$ cat src/rtl/memmap_decoder.sv
module memmap_decoder #(
  parameter int AW         = 32,
  parameter int DW         = 32,
  parameter int LOW_AW     = 16,
  parameter int SRAM_AW    = 12,
  parameter int FLASH_AW   = 16,
  parameter int PERIPH_AW  = 12,
  parameter logic [AW-1:0] SRAM_BASE   = 32'h0004_0000,
  parameter logic [AW-1:0] FLASH_BASE  = 32'h0008_0000,
  parameter logic [AW-1:0] PERIPH_BASE = 32'hFFFF_0000,
  parameter logic [AW-1:0] MAP_OFFSET  = 32'h0000_0220
) (
  input  logic                 clk,
  input  logic                 rst_n,
  input  logic                 bus_valid,
  input  logic                 bus_write,
  input  logic [1:0]           bus_size,
  input  logic [AW-1:0]        bus_addr,
  input  logic                 map_wbit,
  output logic                 sram_sel,
  output logic                 flash_sel,
  output logic                 periph_sel,
  output logic [SRAM_AW-1:0]   sram_offset,
  output logic [FLASH_AW-1:0]  flash_offset,
  output logic [PERIPH_AW-1:0] periph_offset,
  output logic [3:0]           lane_en,
  output logic                 abort,
  output logic [DW-1:0]        map_rdata,
  output logic                 map_sram
);

  localparam logic [AW-1:0] MAP_ADDR = PERIPH_BASE + MAP_OFFSET;
  localparam logic [1:0] SZ_BYTE = 2'd0;
  localparam logic [1:0] SZ_HALF = 2'd1;
  localparam logic [1:0] SZ_WORD = 2'd2;

  logic in_low, in_sram, in_flash, in_periph, misalign, ok, map_hit, map_we;

  assign in_low    = (bus_addr >> LOW_AW) == '0;
  assign in_sram   = (bus_addr >> SRAM_AW)   == (SRAM_BASE >> SRAM_AW);
  assign in_flash  = (bus_addr >> FLASH_AW)  == (FLASH_BASE >> FLASH_AW);
  assign in_periph = (bus_addr >> PERIPH_AW) == (PERIPH_BASE >> PERIPH_AW);

  assign misalign = (bus_size == SZ_HALF && bus_addr[0])
                  || (bus_size == SZ_WORD && bus_addr[1:0] != 2'b00)
                  || (bus_size == 2'b11);

  assign abort = bus_valid && (misalign || !(in_low || in_sram || in_flash || in_periph));
  assign ok    = bus_valid && !abort;

  assign sram_sel   = ok && (in_sram  || (in_low && map_sram));
  assign flash_sel  = ok && (in_flash || (in_low && !map_sram));
  assign periph_sel = ok && in_periph;

  assign sram_offset   = bus_addr[SRAM_AW-1:0];
  assign flash_offset  = bus_addr[FLASH_AW-1:0];
  assign periph_offset = bus_addr[PERIPH_AW-1:0];

  always_comb begin
    lane_en = 4'b0000;
    if (ok) begin
      case (bus_size)
        SZ_BYTE: lane_en = 4'b0001 << bus_addr[1:0];
        SZ_HALF: lane_en = bus_addr[1] ? 4'b1100 : 4'b0011;
        default: lane_en = 4'b1111;
      endcase
    end
  end

  assign map_hit   = periph_sel && (bus_addr[AW-1:2] == MAP_ADDR[AW-1:2]);
  assign map_we    = map_hit && bus_write && lane_en[0];
  assign map_rdata = (map_hit && !bus_write) ? {{(DW-1){1'b0}}, map_sram} : '0;

  always_ff @(posedge clk or negedge rst_n) begin
    if (!rst_n)      map_sram <= 1'b0;
    else if (map_we) map_sram <= map_wbit;
  end

  p_one_target_r12: assert property (@(posedge clk) disable iff (!rst_n)
    $onehot0({sram_sel, flash_sel, periph_sel}) && (bus_valid || !(sram_sel || flash_sel || periph_sel)));

  p_abort_quiet_r6: assert property (@(posedge clk) disable iff (!rst_n)
    abort |-> (!sram_sel && !flash_sel && !periph_sel && lane_en == 4'b0000));

  p_byte_lane_r8: assert property (@(posedge clk) disable iff (!rst_n)
    (bus_valid && !abort && bus_size == SZ_BYTE) |-> $countones(lane_en) == 1);

  p_word_lane_r8: assert property (@(posedge clk) disable iff (!rst_n)
    (bus_valid && !abort && bus_size == SZ_WORD) |-> lane_en == 4'b1111);

  p_map_load_r9: assert property (@(posedge clk) disable iff (!rst_n)
    (periph_sel && bus_write && bus_addr[AW-1:2] == MAP_ADDR[AW-1:2] && lane_en[0])
      |=> map_sram == $past(map_wbit));

  p_map_hold_r9: assert property (@(posedge clk) disable iff (!rst_n)
    !(periph_sel && bus_write && bus_addr[AW-1:2] == MAP_ADDR[AW-1:2] && lane_en[0])
      |=> $stable(map_sram));

  p_low_target_r1: assert property (@(posedge clk) disable iff (!rst_n)
    (bus_valid && !abort && bus_addr < 32'h0001_0000) |-> (flash_sel == !map_sram && sram_sel == map_sram));

  p_rdata_idle_r10: assert property (@(posedge clk) disable iff (!rst_n)
    (!bus_valid || bus_write) |-> map_rdata == '0);

endmodule

$ cat config.mk
export PLATFORM = sky130hd
export DESIGN_NAME = memmap_decoder
export DESIGN_NICKNAME = d
export VERILOG_FILES = /design/src/rtl/memmap_decoder.sv
export SDC_FILE = /design/constraint.sdc
export NUM_CORES = 1
export LEC_CHECK = 0
export BUFFER_PORTS_ARGS = -buffer_cell sky130_fd_sc_hd__clkbuf_2
export CAP_MARGIN = 20
export CORE_ASPECT_RATIO = 1.2
export CORE_UTILIZATION = 30
export DETAILED_ROUTE_END_ITERATION = 16
export HOLD_SLACK_MARGIN = 0.12
export PLACE_DENSITY = 0.85
export SYNTH_ARGS = -nofsm -noshare
export SYNTH_HDL_FRONTEND = slang
export SYNTH_SLANG_ARGS = --single-unit
$ cat constraint.sdc
create_clock -name clk -period 2.4 [get_ports clk]
set_input_delay 0.24 -clock clk [delete_from_list [all_inputs] [get_ports clk]]
set_output_delay 0.24 -clock clk [all_outputs]
set_load 0.01 [all_outputs]
==> summary.md, run 1 <==
| Metric | Value |
|---|---|
| Outcome | `finished, final reports clean` |
| Storage element area | `25.0 um2` |
| Post-Synth Simple-Gate Area | `0.265` |
| Commonest register cell after synthesis | `dfrtp_1` |
| Fin Setup TNS | `0 ns` |
| DR pass1 iterations | `2` |
| Hold Crit Class | `input port to register` |
| Leak | `0.000591 uW` |
| Complex-gate fraction of the synthesized area | `0.0627` |
| WL final | `1.88 mm` |
| Worst-path fanout max | `4` |
| RSZ-0062 raised after global routing | `no` |
| P&R area growth vs syn | `8.26%` |
| GPL Wtd Cong | `0.644` |
| Antenna Cells | `0` |
| CORE AREA | `2790 um2` |
| GRT Residual Overflow | `0` |
| Critical Path RT | `~2.2 ns` |
| Post-DR vias/cell | `4.28` |
| Syn_area_per_cell | `7.14 um2` |
| Via count | `877` |
| Post-Syn Area | `878 um2` |
| Max reg flops | `1` |
| Worst setup EP type | `output port` |
| Share of cells above drive strength 1 | `0.544` |
| Initial detailed-routing violation count | `3` |
| Regs by FF count | `map_sram (1)` |
| Post-layout min period | `1.92 ns` |
| Area of the multi-input gates | `roughly 430 um2` |
| Hold Fails Final Rpt | `0` |
| Placed Cells | `204` |
| CTS Hold Bufs | `1` |
| Yosys top cell by area | `buf_4` |
| DRC violations left | `0` |
| Post-route insts no fill | `205` |
| Max-cap violations | `0` |
| Synth warn | `0` |
| Post-Route Skew | `0 ns` |
| Synthesized instance count | `123` |
| Fin Hold WS | `~0.46 ns` |
| Die Y | `61.3 um` |
| Die Width | `roughly 51 um` |
| Largest family of logic cells by synthesized area | `buffers and inverters` |
| Fin nets | `~210` |
| Yosys top cell area share | `0.607` |
| Reg clk slew, reported paths | `0 ns` |
| Fmax | `0.521 GHz` |
| Vias in the first global route | `580` |
| EDFF count, synth | `0` |
| Die area | `about 3100 um2` |
| Cell Pwr Density | `166 nW/um2` |
| Unique masters post-synth | `25` |
| Area share of fa/ha/maj cells after synthesis | `0` |
| Fill count | `between 300 and 400` |
| CP arrival | `1.68 ns` |
| Multiplexer area fraction after synthesis | `0.0242` |
| Clk Latency, worst-skew pair | `0 ns` |
| Starting density of the core | `0.315` |
| Post-CTS sizing | `0` |
| R2R Setup Slk | `1.57 ns` |
| Largest net degree at the start of global routing | `9` |
| Top-count cell post-synth | `buf_4` |
| Initial antenna violation count | `0` |
| Final Max Slew Viols | `0` |
| WL/cell | `9.19 um` |
| Synth top area cells | `buf_4 (61%), a21oi_1 (4.0%), nor4_1 (3.6%)` |
| Max IR drop VDD | `69.0 uV` |
| # setup viols final | `0` |
| Final ANT Viol Nets | `0` |
| Yosys reg bits | `1` |
| Post-CTS Setup Inserts | `0` |
| Port bufs | `88` |
| XOR/XNOR Fraction of Synth Area | `0` |
| First-pass GRT wire length | `around 2.4 mm` |
| Crit Path Class | `input port to output port` |
| Row count | `21` |
| Largest reg by FF count | `map_sram` |
| Total Routing Usage GR | `0.0993` |
| I/O pins | `120` |
| Critical Path Start Type | `input port` |
| Tcrit/Tclk final | `0.800` |
| Synth cell count leaders | `buf_4 (71), a21oi_1 (7), nor2_1 (5), nor4_1 (5)` |
| Async S/R FF share, synth | `1.00` |
| Post-DP HPWL | `around 1.8 mm` |
| Register area share after synthesis | `0.0285` |
[per-stage QoR]
stage	setup slack [ns]	area [um2]	total power, uW	utilization
2_1_floorplan	0.662	991	160	-
3_3_place_gp	0.465	941	154	0.338
3_5_place_dp	0.477	941	157	0.338
6_report	0.479	951	158	0.341
4_1_cts	0.477	951	159	0.341
5_1_grt	0.338	951	173	0.341
[final cells by class]
cell class,instances,area share
Multi-Input combinational cell,79,0.447
Timing Repair Buffer,89,0.474
Inverter,2,0.00789
Tap cell,34,0.0447
Sequential cell,1,0.0263
[power by group]
group          total (uW)  internal, uW  switching [uW]
sequential           17.2          17.2   0.00000000153
clock                   0             0               0
combinational         141          54.0            86.6
total                 158          71.1            86.6
[cells by family after synthesis]
group                  count (synthesis)
DFF                                    1
AOI/OAI and AO/OA                     11
other                                  1
buffers and inverters                 73
and+or+nand+nor                       35
muxes                                  2
[placed cells by master, fill, tap and decap left out, drive strengths merged, types with 2 or more instances in the layout]
master and n:
nand2 2, nand2b 2, nor2 5, a21oi 7, and3 2, nand4 4
clkbuf 88, o21ai 4, nor4b 2, nor3 4, nor2b 2, nor4 5
conb 31, inv 2
[worst max-delay path: stages]
cell	delay, ns
clkbuf_2	0.10
or4_4	0.56
nor4b_4	0.36
a21oi_1	0.14
a21oi_1	0.14
clkbuf_2	0.14
[routing by layer]
metal	GRT usage	up-vias	share of wire
li1	-	418	-
met1	0.0925	387	0.31
met2	0.234	72	0.56
met3	0.00988	0	0.13
met4	0	0	0
met5	0	-	0
[path summary, 6_finish.rpt]
path / startpoint / to / cells after the start
setup / recovery: bus_addr[13] / lane_en[1] / 6
hold / removal: map_wbit / map_sram$_DFFE_PN0P_ / 2
setup reg to reg: map_sram$_DFFE_PN0P_ / map_sram$_DFFE_PN0P_ / 1
hold reg to reg: map_sram$_DFFE_PN0P_ / map_sram$_DFFE_PN0P_ / 1
max in group asynchronous: rst_n / map_sram$_DFFE_PN0P_ / 2
min in group asynchronous: rst_n / map_sram$_DFFE_PN0P_ / 2
No activity file was read; power rests on OpenSTA's default activity.
==> run 2: changes to the inputs <==
Settings changed: ABC_AREA set to 1, PLACE_DENSITY 0.85 to 0.82.
Clock period 2.4 ns to 1.75 ns, I/O delays scaled along.
==> run 2 against run 1 <==
Die area increased by 20%. Sequential power rose by 37%. Critical path type unchanged. Setup slack lost 0.34 ns. Final area increased by 22%. Largest power group unchanged. Clock skew unchanged. Highest routed layer unchanged. Power increased by 52%.
==> summary.md, run 2 <==
| Metric | Value |
|---|---|
| Placed Cells | `259` |
| DR pass1 iterations | `4` |
| Worst setup EP type | `output port` |
| Flop pwr share | `0.098` |
| I/O pins | `120` |
| Fin Setup TNS | `0 ns` |
| Unique masters post-synth | `21` |
| Total Power | `240 uW` |
| Largest incremental delay on the critical path | `0.15 ns` |
| Combinational Power Share | `0.902` |
| Yosys reg bits | `1` |
| Critical path, cell by cell | `clkbuf_2 -> nor2_1 -> nand3_2 -> nor2_1 -> nand3_2 -> nand3_2 -> nand3_4 -> nor2_2 -> nand3_1 -> nor3_2 -> clkbuf_2` |
| Slowest cell on crit path | `nor2_1` |
| Post-Route Skew | `0 ns` |
| Initial antenna violation count | `0` |
| Row count | `23` |
| Vias in the first global route | `894` |
| Total Routing Usage GR | `0.119` |
| Fin Hold WS | `0.435 ns` |
| EDFF count, synth | `0` |
| Crit Path Class | `input port to output port` |
| Fmax | `0.621 GHz` |
| CP arrival | `around 1.4 ns` |
| # setup viols final | `0` |
| Leak | `0.000680 uW` |
| Most frequent cells in the layout | `clkbuf_2 (88), conb_1 (31), nor2_1 (25)` |
| Via count | `1100` |
| First-pass GRT wire length | `3.66 mm` |
| GRT Residual Overflow | `0` |
| Synth cell count leaders | `buf_4 (71), nor2_1 (26), nand2_1 (22), inv_1 (11), nand3_1 (8)` |
| Commonest register cell after synthesis | `dfrtp_1` |
| Post-route insts no fill | `around 260` |
| Starting density of the core | `0.314` |
| P&R area growth vs syn | `9.57%` |
| Hold Crit Class | `input port to register` |
| Yosys top cell by area | `buf_4` |
| Clk Latency, worst-skew pair | `0 ns` |
| Worst-path fanout max | `4` |
| Final Max Slew Viols | `0` |
| Die area | `approximately 3800 um2` |
| Regs by FF count | `map_sram (1)` |
| Die Width | `56.2 um` |
| Syn_area_per_cell | `6.12 um2` |
| CORE AREA | `3370 um2` |
| Cell Pwr Density | `around 210 nW/um2` |
| Max IR drop VDD | `97.2 uV` |
| Max-cap violations | `0` |
| Async S/R FF share, synth | `1.00` |
| Post-DP HPWL | `approximately 2.2 mm` |
| Antenna Cells | `0` |
| Reg clk slew, reported paths | `0 ns` |
| Critical Path RT | `1.57 ns` |
| Hold Fails Final Rpt | `0` |
| Internal power | `just over 100 uW` |
| Port bufs | `88` |
| Final ANT Viol Nets | `0` |
| Post-Syn Area | `approximately 1100 um2` |
| Clock Power Share | `0` |
| Register area share after synthesis | `0.0236` |
| Initial detailed-routing violation count | `10` |
| Share of cells above drive strength 1 | `0.478` |
| Synth top area cells | `buf_4 (50%), nor2_1 (9.2%), nand2_1 (7.8%)` |
| Commonest non-fill, non-tap cell in the layout | `clkbuf_2` |
| Critical Path Start Type | `input port` |
| Top-count cell post-synth | `buf_4` |
| Die Y | `~67 um` |
| Synthesized instance count | `173` |
| Max reg flops | `1` |
| Tcrit/Tclk final | `0.921` |
| DRC violations left | `0` |
| Post-DR vias/cell | `approximately 4.2` |
| Net switching power | `138 uW` |
| Fin nets | `~270` |
| RSZ-0062 raised after global routing | `no` |
| Largest reg by FF count | `map_sram` |
| Post-layout min period | `1.61 ns` |
| Outcome | `finished, final reports clean` |
| Switch share | `0.574` |
| Largest net degree at the start of global routing | `8` |
| R2R Setup Slk | `1.13 ns` |
| WL final | `approximately 2.4 mm` |
| GPL Wtd Cong | `0.712` |
| Critical path's most frequent cell | `nand3_2` |
| Yosys top cell area share | `0.504` |
| WL/cell | `about 9.1 um` |
| Synth warn | `0` |
==> run 2: changes by cell type in the layout (fill, tap and decap cells not counted), sizes merged, moves of 2 or more <==
| cell | previous run | this run |
|---|---|---|
| nor2 | 5 | 33 |
| nand2 | 2 | 22 |
| inv | 2 | 13 |
| nand3 | 1 | 12 |
| buf | 0 | 3 |
| nor3 | 4 | 1 |
| and3 | 2 | 0 |
| nand2b | 2 | 0 |
| nor2b | 2 | 0 |
| nor4b | 2 | 0 |
| o21ai | 4 | 2 |
==> run 2: power by group through the flow <==
| stage | clock network [uW] | logic, uW | registers [uW] |
|---|---|---|---|
| final | 0 | 217 | 23.5 |
| after CTS | 0 | 218 | 23.5 |
| after detailed placement | 0 | 216 | 23.5 |
| after global routing | 0 | 243 | 23.5 |
| after floorplan | 0 | 215 | 23.6 |
| after global placement | 0 | 213 | 23.5 |
==> run 2: final timing paths <==
path	endpoint	from	cells after the start
min reg2reg	map_sram$_DFFE_PN0P_	map_sram$_DFFE_PN0P_	2
max	map_rdata[0]	bus_addr[13]	11
max in group asynchronous	map_sram$_DFFE_PN0P_	rst_n	2
max reg2reg	map_sram$_DFFE_PN0P_	map_sram$_DFFE_PN0P_	2
min	map_sram$_DFFE_PN0P_	map_wbit	3
min in group asynchronous	map_sram$_DFFE_PN0P_	rst_n	2
==> run 2: stage by stage <==
stage | instance area, um2 | util | setup slack (ns)
floorplan | 1170 | - | 0.330
global placement | 1140 | 0.339 | 0.164
detailed placement | 1140 | 0.339 | 0.107
CTS | 1150 | 0.342 | 0.0989
global route | 1160 | 0.344 | 0.00110
finish | 1160 | 0.344 | 0.139
==> run 2: kinds of logic after synthesis <==
family / after synthesis / synth area share
buf+inv: 84 / 0.550
simple gates: 77 / 0.368
compound gates: 10 / 0.0556
flops: 1 / 0.0236
other cells: 1 / 0.00354
==> run 2: layer usage <==
| metal | vias to the layer above | GRT usage | wire length, um |
|---|---|---|---|
| met1 | 456 | 0.114 | 846 |
| met2 | 91 | 0.266 | 1210 |
| met4 | 0 | 0 | 0 |
| li1 | 553 | - | - |
| met5 | - | 0 | 0 |
| met3 | 0 | 0.0252 | 306 |
==> run 2: final cells by class <==
class	instances	area (um2)
fill	383	2210
multi-input combinational	118	567
timing repair buffer	92	473
inverter	13	48.8
tap	37	46.3
sequential	1	25.0
==> run 2: what timing repair did <==
item | 4_1_cts | 5_1_grt
setup buffers | 0 | 1
hold endpoints to repair | 1 | 0
hold buffers | 1 | 0
setup endpoints to repair | 0 | 1
resized for setup | 0 | 1
==> run 2: worst max-delay path, delay by kind of cell <==
kind | cells | cell delay, ns
and+or+nand+nor | 9 | 1.02
buffers and inverters | 2 | 0.25
